### src/rtl/pmseq_pkg.sv
package pmseq_pkg;

    typedef enum logic [1:0] {
        PD_ACTIVE   = 2'b00,
        PD_INACTIVE = 2'b01,
        PD_RETAIN   = 2'b10,
        PD_OFF      = 2'b11
    } pd_state_e;

    typedef struct packed {
        logic clk_en;
        logic iso;
        logic ret;
        logic pwr;
    } pd_ctl_t;

    typedef enum logic [1:0] {
        TGT_SW,
        TGT_RET,
        TGT_OFF
    } tgt_sel_e;

    typedef enum logic [3:0] {
        S_RUN,
        S_SAVE,
        S_STBY,
        S_SD_DOWN,
        S_REG_OFF,
        S_OFF,
        S_REG_ON,
        S_WRST
    } dev_state_e;

    typedef enum logic [1:0] {
        DM_RUN  = 2'b00,
        DM_STBY = 2'b01,
        DM_SHUT = 2'b10,
        DM_WRST = 2'b11
    } dev_mode_e;

    function automatic pd_ctl_t pd_target(pd_state_e s);
        pd_ctl_t t;
        case (s)
            PD_ACTIVE:   t = '{clk_en: 1'b1, iso: 1'b0, ret: 1'b0, pwr: 1'b1};
            PD_INACTIVE: t = '{clk_en: 1'b0, iso: 1'b0, ret: 1'b0, pwr: 1'b1};
            PD_RETAIN:   t = '{clk_en: 1'b0, iso: 1'b1, ret: 1'b1, pwr: 1'b1};
            default:     t = '{clk_en: 1'b0, iso: 1'b1, ret: 1'b0, pwr: 1'b0};
        endcase
        return t;
    endfunction

    // One safe step from cur toward tgt: lowering steps take priority over raising steps.
    function automatic pd_ctl_t pd_step(pd_ctl_t cur, pd_ctl_t tgt);
        pd_ctl_t n;
        n = cur;
        if (cur.clk_en && !tgt.clk_en)
            n.clk_en = 1'b0;
        else if (!cur.iso && tgt.iso && !cur.clk_en)
            n.iso = 1'b1;
        else if (!cur.ret && tgt.ret && cur.pwr && cur.iso)
            n.ret = 1'b1;
        else if (cur.pwr && !tgt.pwr && cur.iso && !cur.clk_en) begin
            n.pwr = 1'b0;
            n.ret = 1'b0;
        end
        else if (!cur.pwr && tgt.pwr)
            n.pwr = 1'b1;
        else if (cur.ret && !tgt.ret)
            n.ret = 1'b0;
        else if (cur.iso && !tgt.iso && !cur.ret)
            n.iso = 1'b0;
        else if (!cur.clk_en && tgt.clk_en && !cur.iso && cur.pwr)
            n.clk_en = 1'b1;
        return n;
    endfunction

endpackage

### src/rtl/pd_domain_ctrl.sv
module pd_domain_ctrl
    import pmseq_pkg::*;
#(
    parameter int STEP_DLY = 3
) (
    input  logic      clk,
    input  logic      rst,
    input  pd_state_e tgt_state,
    output pd_ctl_t   ctl,
    output logic      settled
);
    localparam int CW = $clog2(STEP_DLY + 2);
    localparam logic [CW-1:0] DLY = CW'(STEP_DLY);

    pd_ctl_t        cur_q;
    pd_ctl_t        tgt;
    pd_ctl_t        nxt;
    logic [CW-1:0]  wait_q;

    always_comb begin
        tgt = pd_target(tgt_state);
        nxt = pd_step(cur_q, tgt);
    end

    always_ff @(posedge clk) begin
        if (rst) begin
            cur_q  <= pd_target(PD_ACTIVE);
            wait_q <= '0;
        end else if (wait_q != '0) begin
            wait_q <= wait_q - 1'b1;
        end else if (nxt != cur_q) begin
            cur_q  <= nxt;
            wait_q <= DLY;
        end
    end

    assign ctl     = cur_q;
    assign settled = (cur_q == tgt) && (wait_q == '0);
endmodule

### src/rtl/pm_idle_timer.sv
module pm_idle_timer #(
    parameter int IDLE_CYC = 327680
) (
    input  logic clk,
    input  logic rst,
    input  logic en,
    input  logic activity,
    output logic timeout
);
    localparam int TW = $clog2(IDLE_CYC + 1);
    localparam logic [TW-1:0] LAST = TW'(IDLE_CYC - 1);

    logic [TW-1:0] cnt_q;

    assign timeout = en && !activity && (cnt_q == LAST);

    always_ff @(posedge clk) begin
        if (rst || !en || activity || timeout)
            cnt_q <= '0;
        else
            cnt_q <= cnt_q + 1'b1;
    end
endmodule

### src/rtl/pm_dev_seq.sv
module pm_dev_seq
    import pmseq_pkg::*;
#(
    parameter int RST_CYC = 8
) (
    input  logic      clk,
    input  logic      rst,
    input  logic      timeout,
    input  logic      wake,
    input  logic      sel_shutdown,
    input  logic      use_gpio,
    input  logic      ctx_ack,
    input  logic      ctx_valid,
    input  logic      i2c_ack,
    input  logic      all_settled,
    output tgt_sel_e  tgt_sel,
    output logic      timer_en,
    output logic      ctx_save_req,
    output logic      mem_selfref,
    output logic      reg_off_gpio,
    output logic      i2c_req,
    output logic      i2c_cmd_on,
    output logic      wake_rst,
    output dev_mode_e mode
);
    localparam int RW = $clog2(RST_CYC + 1);
    localparam logic [RW-1:0] RLAST = RW'(RST_CYC - 1);

    dev_state_e    st_q, st_d;
    logic          via_gpio_q;
    logic [RW-1:0] rcnt_q;

    always_comb begin
        st_d = st_q;
        case (st_q)
            S_RUN:     if (timeout) st_d = sel_shutdown ? S_SAVE : S_STBY;
            S_SAVE:    if (wake) st_d = S_RUN;
                       else if (ctx_ack) st_d = ctx_valid ? S_SD_DOWN : S_STBY;
            S_STBY:    if (wake) st_d = S_RUN;
            S_SD_DOWN: if (wake) st_d = S_RUN;
                       else if (all_settled) st_d = S_REG_OFF;
            S_REG_OFF: if (via_gpio_q || i2c_ack) st_d = S_OFF;
            S_OFF:     if (wake) st_d = S_REG_ON;
            S_REG_ON:  if (via_gpio_q || i2c_ack) st_d = S_WRST;
            S_WRST:    if (rcnt_q == RLAST) st_d = S_RUN;
            default:   st_d = S_RUN;
        endcase
    end

    always_ff @(posedge clk) begin
        if (rst) begin
            st_q       <= S_RUN;
            via_gpio_q <= 1'b0;
            rcnt_q     <= '0;
        end else begin
            st_q <= st_d;
            if (st_q == S_SD_DOWN && st_d == S_REG_OFF)
                via_gpio_q <= use_gpio;
            if (st_q == S_WRST)
                rcnt_q <= rcnt_q + 1'b1;
            else
                rcnt_q <= '0;
        end
    end

    always_comb begin
        case (st_q)
            S_RUN, S_SAVE: tgt_sel = TGT_SW;
            S_STBY:        tgt_sel = TGT_RET;
            default:       tgt_sel = TGT_OFF;
        endcase
        case (st_q)
            S_RUN, S_SAVE:                       mode = DM_RUN;
            S_STBY:                              mode = DM_STBY;
            S_SD_DOWN, S_REG_OFF, S_OFF, S_REG_ON: mode = DM_SHUT;
            default:                             mode = DM_WRST;
        endcase
    end

    assign timer_en     = (st_q == S_RUN);
    assign ctx_save_req = (st_q == S_SAVE);
    assign mem_selfref  = (st_q == S_SD_DOWN) || (st_q == S_REG_OFF) || (st_q == S_OFF)
                       || (st_q == S_REG_ON) || (st_q == S_WRST);
    assign reg_off_gpio = via_gpio_q && (st_q == S_OFF);
    assign i2c_req      = !via_gpio_q && ((st_q == S_REG_OFF) || (st_q == S_REG_ON));
    assign i2c_cmd_on   = (st_q == S_REG_ON);
    assign wake_rst     = (st_q == S_WRST);
endmodule

### src/rtl/pm_sequencer.sv
module pm_sequencer
    import pmseq_pkg::*;
#(
    parameter int NUM_DOM  = 4,
    parameter int STEP_DLY = 3,
    parameter int IDLE_CYC = 327680,
    parameter int RST_CYC  = 8
) (
    input  logic                 clk,
    input  logic                 rst,
    input  logic [2*NUM_DOM-1:0] dom_req,
    input  logic                 activity,
    input  logic                 wake_evt,
    input  logic                 sel_shutdown,
    input  logic                 use_gpio,
    input  logic                 ctx_save_ack,
    input  logic                 ctx_valid,
    input  logic                 i2c_ack,
    output logic                 ctx_save_req,
    output logic                 mem_selfref,
    output logic                 reg_off_gpio,
    output logic                 i2c_req,
    output logic                 i2c_cmd_on,
    output logic                 wake_rst,
    output logic [1:0]           dev_mode,
    output logic [NUM_DOM-1:0]   dom_clk_en,
    output logic [NUM_DOM-1:0]   dom_iso,
    output logic [NUM_DOM-1:0]   dom_ret,
    output logic [NUM_DOM-1:0]   dom_pwr,
    output logic [NUM_DOM-1:0]   dom_settled
);
    tgt_sel_e  tgt_sel;
    dev_mode_e mode;
    logic      timer_en;
    logic      timeout;

    pm_idle_timer #(.IDLE_CYC(IDLE_CYC)) u_timer (
        .clk      (clk),
        .rst      (rst),
        .en       (timer_en),
        .activity (activity),
        .timeout  (timeout)
    );

    pm_dev_seq #(.RST_CYC(RST_CYC)) u_dev (
        .clk          (clk),
        .rst          (rst),
        .timeout      (timeout),
        .wake         (wake_evt),
        .sel_shutdown (sel_shutdown),
        .use_gpio     (use_gpio),
        .ctx_ack      (ctx_save_ack),
        .ctx_valid    (ctx_valid),
        .i2c_ack      (i2c_ack),
        .all_settled  (&dom_settled),
        .tgt_sel      (tgt_sel),
        .timer_en     (timer_en),
        .ctx_save_req (ctx_save_req),
        .mem_selfref  (mem_selfref),
        .reg_off_gpio (reg_off_gpio),
        .i2c_req      (i2c_req),
        .i2c_cmd_on   (i2c_cmd_on),
        .wake_rst     (wake_rst),
        .mode         (mode)
    );

    assign dev_mode = mode;

    for (genvar i = 0; i < NUM_DOM; i++) begin : g_dom
        pd_state_e tgt;
        pd_ctl_t   ctl;

        always_comb begin
            case (tgt_sel)
                TGT_SW:  tgt = pd_state_e'(dom_req[2*i +: 2]);
                TGT_RET: tgt = PD_RETAIN;
                default: tgt = PD_OFF;
            endcase
        end

        pd_domain_ctrl #(.STEP_DLY(STEP_DLY)) u_pd (
            .clk       (clk),
            .rst       (rst),
            .tgt_state (tgt),
            .ctl       (ctl),
            .settled   (dom_settled[i])
        );

        assign dom_clk_en[i] = ctl.clk_en;
        assign dom_iso[i]    = ctl.iso;
        assign dom_ret[i]    = ctl.ret;
        assign dom_pwr[i]    = ctl.pwr;
    end
endmodule

### config.mk
export PLATFORM = sky130hd
export DESIGN_NAME = pm_sequencer
export DESIGN_NICKNAME = d
export VERILOG_FILES = /design/src/rtl/pmseq_pkg.sv /design/src/rtl/pd_domain_ctrl.sv /design/src/rtl/pm_idle_timer.sv /design/src/rtl/pm_dev_seq.sv /design/src/rtl/pm_sequencer.sv
export SDC_FILE = /design/constraint.sdc
export NUM_CORES = 1
export LEC_CHECK = 0
export ABC_AREA = 1
export BUFFER_PORTS_ARGS = -buffer_cell sky130_fd_sc_hd__buf_4
export CORE_ASPECT_RATIO = 0.8
export CORE_UTILIZATION = 40
export CTS_CLUSTER_SIZE = 12
export DETAILED_ROUTE_END_ITERATION = 16
export GPL_TIMING_DRIVEN = 0
export HOLD_SLACK_MARGIN = 0.15
export PLACE_DENSITY = 0.56
export SLEW_MARGIN = 30
export SYNTH_ARGS = -nofsm -noshare
export SYNTH_HDL_FRONTEND = slang
export SYNTH_SLANG_ARGS = --single-unit
### constraint.sdc
create_clock -name clk -period 3.9 [get_ports clk]
set_input_delay 0.39 -clock clk [delete_from_list [all_inputs] [get_ports clk]]
set_output_delay 0.39 -clock clk [all_outputs]
set_load 0.005 [all_outputs]
==> results of run 1 <==
==> report_power, final <==
part	switching, mW	internal (mW)	leakage, nW
registers	0.131	0.685	0.457
logic	0.822	0.528	2.11
clock network	0.207	0.306	0.0815
==> through the flow <==
| step | power [mW] | area [um^2] | std cells | worst slack [ps] |
|---|---|---|---|---|
| after floorplan | 1.830 | 4302 | 666 | 1362 |
| after detailed placement | 2.182 | 4807 | 850 | 683.0 |
| after global placement | 2.156 | 4807 | 850 | 750.0 |
| final | 2.679 | 4975 | 858 | 552.2 |
| after CTS | 2.703 | 4975 | 858 | 477.0 |
| after global routing | 2.967 | 4975 | 858 | 210.6 |
==> cells in the mapped netlist (2+ instances only) <==
cell	instances
o211ai_1	2
o21ai_0	19
dfxtp_1	56
clkbuf_1	3
a21oi_1	17
ha_1	51
xnor2_1	6
nor2_1	85
buf_4	4
mux2i_1	7
mux2_2	2
nor3_4	2
nor3b_1	2
inv_1	117
nor3_1	10
nor2_2	5
nand3_1	58
nand3b_1	2
inv_2	5
nand2_1	175
nand2_2	3
nand4_1	11
xor2_1	9
nand3_2	3
==> worst paths after layout <==
kind | endpoint | slack, ps | depth (start not counted)
hold / removal | u_dev.via_gpio_q | 320 | 3
setup / recovery | dom_settled[0] | 550 | 13
setup reg to reg | g_dom[3].u_pd.wait_q[1] | 650 | 21
hold reg to reg | u_dev.rcnt_q[0] | 450 | 1
==> final cells by class <==
cell class | instances | area (um^2)
Inverter | 123 | 461.7
Buffer | 9 | 57.56
Tap cell | 140 | 175.2
Fill cell | 1106 | 5389
Timing Repair Buffer | 44 | 330.3
Sequential cell | 56 | 1121
Clock buffer | 6 | 128.9
Multi-Input combinational cell | 478 | 2661
Clock inverter | 2 | 38.79
==> cell families after synthesis <==
family	share of synthesized area
buf+inv	0.1207
mux	0.02152
fa+ha+maj	0.1483
compound gates	0.05235
xor+xnor	0.03054
flops	0.2606
simple gates	0.3650
other cells	0.0008718
==> per-layer routing <==
layer | wire, um | up-vias
met5 | 0 | -
met4 | 80 | 0
met3 | 407 | 8
met2 | 4051 | 71
met1 | 5136 | 1762
li1 | - | 2169
==> registers in the layout, indices dropped and copies added, names as in the netlist <==
| register | flops |
|---|---|
| u_dev.via_gpio_q | 1 |
| u_timer.cnt_q | 19 |
| u_dev.st_q | 4 |
| g_dom.u_pd.wait_q | 12 |
| u_dev.rcnt_q | 4 |
| g_dom.u_pd.ctl | 16 |
==> cells in the final DEF (no fill, tap or decap), drive strengths merged <==
cell type	n
xor2	9
conb	1
nor3	12
nand4	11
mux2	2
a21oi	17
a21boi	1
nor4	1
nand2	178
mux2i	7
buf	50
xnor2	6
nand3b	2
nand3	62
bufinv	1
ha	51
o2111a	1
or2	1
or3	1
nor3b	2
nor2	90
o21ai	20
clkinv	1
a31oi	1
inv	123
o211ai	2
clkbuf	9
dfxtp	56
==> worst register-to-register path: cells and delay by family, from the launching register on <==
family                   cells  cell delay, ps
AND/OR/NAND/NOR             14            1600
flip-flops                   1             320
adder cells (fa/ha/maj)      1             210
buffers and inverters        5             660
AO/OA/AOI/OAI                1             340
==> summary.md, run 1 <==
| Metric | Value |
|---|---|
| Status | `finished clean` |
| First-pass GRT wire length | `16.48 mm` |
| Max Fclk | `298.7 MHz` |
| WS Path Type | `flop to primary output` |
| CP max-delay cell | `nor3_1` |
| Synth async-reset ratio | `0` |
| Syn Inst Count | `666` |
| Synth Flop Type | `dfxtp_1` |
| Min-Delay Startpoint | `use_gpio` |
| Hold_ws | `321.8 ps` |
| Number of max-cap violations | `0` |
| YS warnings | `0` |
| Tightest Pin Transition | `581.8 ps` |
| Crit path capture type | `primary output` |
| Die Width | `117.9 um` |
| Crit path from | `u_dev.st_q[3]` |
| Reg2Reg Launch Point | `u_dev.st_q[3]` |
| Worst-path clk slew | `70 ps` |
| GR Util All Layers | `0.1818` |
| Post-Syn Nets | `734` |
| Hpwl dp | `7.772 mm` |
| Final setup fails | `0` |
| Min cycle time layout | `3348 ps` |
| Clk root buf | `clkbuf_16` |
| Syn Area/Cell | `6.459 um^2` |
| Die area | `0.01118 mm^2` |
| Maximum level of the CTS H-tree | `2` |
| Initial DRC Count | `236` |
| Share of cells above drive strength 1 | `0.1114` |
| DRC Markers | `0` |
| RSZ-0062 raised after global routing | `false` |
| Critical path peak fanout | `8` |
| Worst skew pair latency | `290 ps` |
| Setup Fix Bufs, Post-CTS | `0` |
| WP data required | `3510 ps` |
| Worst EP arrival | `2960 ps` |
| WL per Instance | `11.28 um` |
| Initial antenna violation count | `0` |
| Largest net degree at the start of global routing | `18` |
| Gp weighted congestion | `0.8498` |
| Worst Path Buf+Inv | `6` |
| DRT Pass-1 Iters | `4` |
| Grt met2 use | `0.2995` |
| Max Slew Vio Count | `0` |
| Clock skew | `5.217 ps` |
| Slew margin rel. | `0.6121` |
| Critical Path Max Stage Delay | `410 ps` |
| Power per cell area | `538.5 mW/mm^2` |
| Setup TNS | `0 ps` |
| Std cell rows | `33` |
| Tcrit/Tclk final | `0.8584` |
| Cell Area, Synth | `0.004302 mm^2` |
| Num CTS Buffers | `5` |
| M1 GR Usage | `0.2515` |
| Met3 usage | `0.02355` |
| DR vias/cell | `4.674` |
| Pleak | `2.650 nW` |
| Post_cts resized | `0` |
| GR peak layer | `met2` |
| Die span in y | `94.76 um` |
| Synth top area share | `0.2606` |
| Worst min path class | `input pin to flop` |
| Diode count | `0` |
| CTS tree | `built` |
| DRT Wirelength | `9.675 mm` |
| Crit path max-delay family | `simple AND/OR/NAND/NOR gates` |
| Vias in the first global route | `3628` |
| Synth area leaders | `dfxtp_1 26%, nand2_1 15%, ha_1 15%, inv_1 10%, nor2_1 7.4%` |
| Nets@finish | `785` |
| Antenna viol nets, final | `0` |
| Core area | `0.01036 mm^2` |
| Yosys reg bits | `56` |
| Post-synth EDFFs | `0` |
| Starting density of the core | `0.4151` |
| Area leader, netlist | `dfxtp_1` |
| Port Buf Inserts | `44` |
| Area growth from synthesis to layout | `15.65%` |
| Distinct cells, synth | `36` |
| Most frequent CP cell | `inv_1` |
| Via count | `4010` |
| Post-synthesis sequential area ratio | `0.2606` |
| CTS Sinks | `56` |
| VDD IR-drop max | `0.2467 mV` |
| Ports | `45` |
| Clock tree buffer depth | `2` |
| Crit start category | `flop` |
| Hold Fails Final Rpt | `0` |
| Cell Chain, Critical Path | `nor2_1 -> inv_1 -> nor2_1 -> inv_1 -> nor2_1 -> inv_1 -> nand2_1 -> inv_1 -> ha_1 -> nand2_1 -> nor3_1 -> buf_4 -> buf_4` |
| Post-layout util | `0.4800` |
| Grt ovf | `0` |
| Hold_buf cts | `0` |
Note: power is estimated with default switching activity, not from simulation.
==> inputs of run 2 (changes only) <==
--- a/config.mk
+++ b/config.mk
@@ -13,7 +13,8 @@
 export DETAILED_ROUTE_END_ITERATION = 16
 export GPL_TIMING_DRIVEN = 0
 export HOLD_SLACK_MARGIN = 0.15
-export PLACE_DENSITY = 0.56
+export PLACE_DENSITY = 0.61
+export SKIP_CTS_REPAIR_TIMING = 1
 export SLEW_MARGIN = 30
 export SYNTH_ARGS = -nofsm -noshare
 export SYNTH_HDL_FRONTEND = slang
==> summary.md, run 2 (synthesized netlist as in run 1, its figures left out) <==
| Metric | Value |
|---|---|
| Maximum level of the CTS H-tree | `2` |
| WP data required | `3510 ps` |
| Initial DRC Count | `192` |
| Max Fclk | `301.7 MHz` |
| Setup TNS | `0 ps` |
| Die Width | `117.9 um` |
| Pleak | `2.649 nW` |
| Via count | `4055` |
| Port Buf Inserts | `44` |
| Status | `finished clean` |
| Reg2Reg Launch Point | `u_dev.st_q[3]` |
| R2r setup slk | `680 ps` |
| Max Slew Vio Count | `0` |
| Gp weighted congestion | `0.8489` |
| Clock tree buffer depth | `2` |
| Min cycle time layout | `3314 ps` |
| Power per cell area | `544.3 mW/mm^2` |
| Layout filler cell count | `1075` |
| Leading cell types in the layout, fill and taps excluded | `175 x nand2_1, 117 x inv_1, 85 x nor2_1, 58 x nand3_1, 56 x dfxtp_1` |
| DRT Wirelength | `9.890 mm` |
| Largest register FFs | `19` |
| Min-Delay Startpoint | `use_gpio` |
| Die span in y | `94.76 um` |
| Worst skew pair latency | `290 ps` |
| DRC Markers | `0` |
| Std cell rows | `33` |
| Diode count | `0` |
| Area occupied by registers | `0.001121 mm^2` |
| First-pass GRT wire length | `16.44 mm` |
| GR Util All Layers | `0.1791` |
| Clock skew | `5.682 ps` |
| Core area | `0.01036 mm^2` |
| Critical path peak fanout | `8` |
| Vias in the first global route | `3672` |
| Crit start category | `flop` |
| Grt ovf | `0` |
| Hold Fails Final Rpt | `0` |
| Hold Crit Depth | `3` |
| Initial antenna violation count | `0` |
| Worst min path class | `input pin to flop` |
| WL per Instance | `11.53 um` |
| Num CTS Buffers | `5` |
| Tightest Pin Transition | `593.8 ps` |
| CTS tree | `built` |
| Commonest non-fill, non-tap cell in the layout | `nand2_1` |
| Die area | `0.01118 mm^2` |
| Worst-path clk slew | `70 ps` |
| Largest net degree at the start of global routing | `19` |
| Largest Register | `u_timer.cnt_q` |
| Antenna viol nets, final | `0` |
| RSZ-0062 raised after global routing | `false` |
| VDD IR-drop max | `0.2374 mV` |
| DR vias/cell | `4.726` |
| Overall power | `2.710 mW` |
| Hold endpoint | `u_dev.via_gpio_q` |
| Slew margin rel. | `0.6041` |
| DRT Pass-1 Iters | `5` |
| Tcrit/Tclk final | `0.8498` |
| RR Endpoint | `g_dom[3].u_pd.wait_q[1]` |
| Number of max-cap violations | `0` |
| CTS Sinks | `56` |
| WS Path Type | `flop to primary output` |
| Crit path capture type | `primary output` |
| Area growth from synthesis to layout | `15.74%` |
| Final setup fails | `0` |
| Ports | `45` |
| Area of the multi-input gates | `0.002661 mm^2` |
| Hpwl dp | `7.718 mm` |
| Worst R2R Path Depth | `21` |
| Worst EP arrival | `2920 ps` |
| Share of cells above drive strength 1 | `0.1128` |
| Starting density of the core | `0.4151` |
| Hold_ws | `342.9 ps` |
| Nets@finish | `785` |
| Clk root buf | `clkbuf_16` |
==> run 2: changes by cell type in the layout (fill, tap and decap cells not counted), sizes merged <==
cell / change
clkinvlp: +1
clkbuf: -1
==> run 2: through the flow <==
| stage | cells | setup WS (ps) | utilization | instance area (um^2) |
|---|---|---|---|---|
| floorplan | 666 | 1362 | - | 4302 |
| global placement | 850 | 782.9 | 0.4638 | 4807 |
| detailed placement | 850 | 757.8 | 0.4638 | 4807 |
| CTS | 858 | 542.8 | 0.4804 | 4979 |
| global route | 858 | 232.9 | 0.4804 | 4979 |
| finish | 858 | 585.8 | 0.4804 | 4979 |
==> run 2: worst max-delay path, stage by stage, from the launching register on <==
cell	delay, ps
dfxtp_1	320
nor2_1	210
inv_1	130
nor2_1	160
inv_1	200
nor2_1	230
inv_1	110
nand2_1	120
inv_1	70
ha_1	270
inv_1	40
nor4_2	470
buf_4	190
buf_4	90
==> run 2: how the worst max path moves through the flow <==
| stage | start | endpoint | cells after the start |
|---|---|---|---|
| after floorplan | u_dev.st_q[3] | g_dom[3].u_pd.wait_q[1] | 21 |
| after global placement | u_dev.st_q[3] | g_dom[3].u_pd.wait_q[1] | 21 |
| after detailed placement | u_dev.st_q[3] | g_dom[3].u_pd.wait_q[1] | 21 |
| after CTS | u_dev.st_q[3] | dom_settled[1] | 13 |
| after global routing | u_dev.st_q[3] | g_dom[3].u_pd.wait_q[1] | 21 |
| final | u_dev.st_q[3] | dom_settled[1] | 13 |
==> run 2: area by class of cell <==
| class | instances | share of cell area |
|---|---|---|
| buffer | 9 | 0.01156 |
| tap | 140 | 0.03518 |
| multi-input combinational | 478 | 0.5346 |
| clock buffer | 5 | 0.02513 |
| timing repair buffer | 44 | 0.06635 |
| sequential | 56 | 0.2252 |
| clock inverter | 3 | 0.009299 |
| inverter | 123 | 0.09274 |
==> run 2: report_power, final <==
| group | internal (mW) | switching, mW | total (mW) |
|---|---|---|---|
| combinational | 0.528 | 0.841 | 1.37 |
| clock | 0.306 | 0.218 | 0.524 |
| sequential | 0.685 | 0.133 | 0.818 |
| total | 1.52 | 1.19 | 2.71 |
==> run 2: per-layer routing <==
layer,part of all wire,GRT usage,up-vias
met2,0.44,0.3034,70
met4,0.0064,0.03419,0
met1,0.52,0.2425,1811
met5,0,0,-
li1,-,-,2167
met3,0.034,0.02717,7
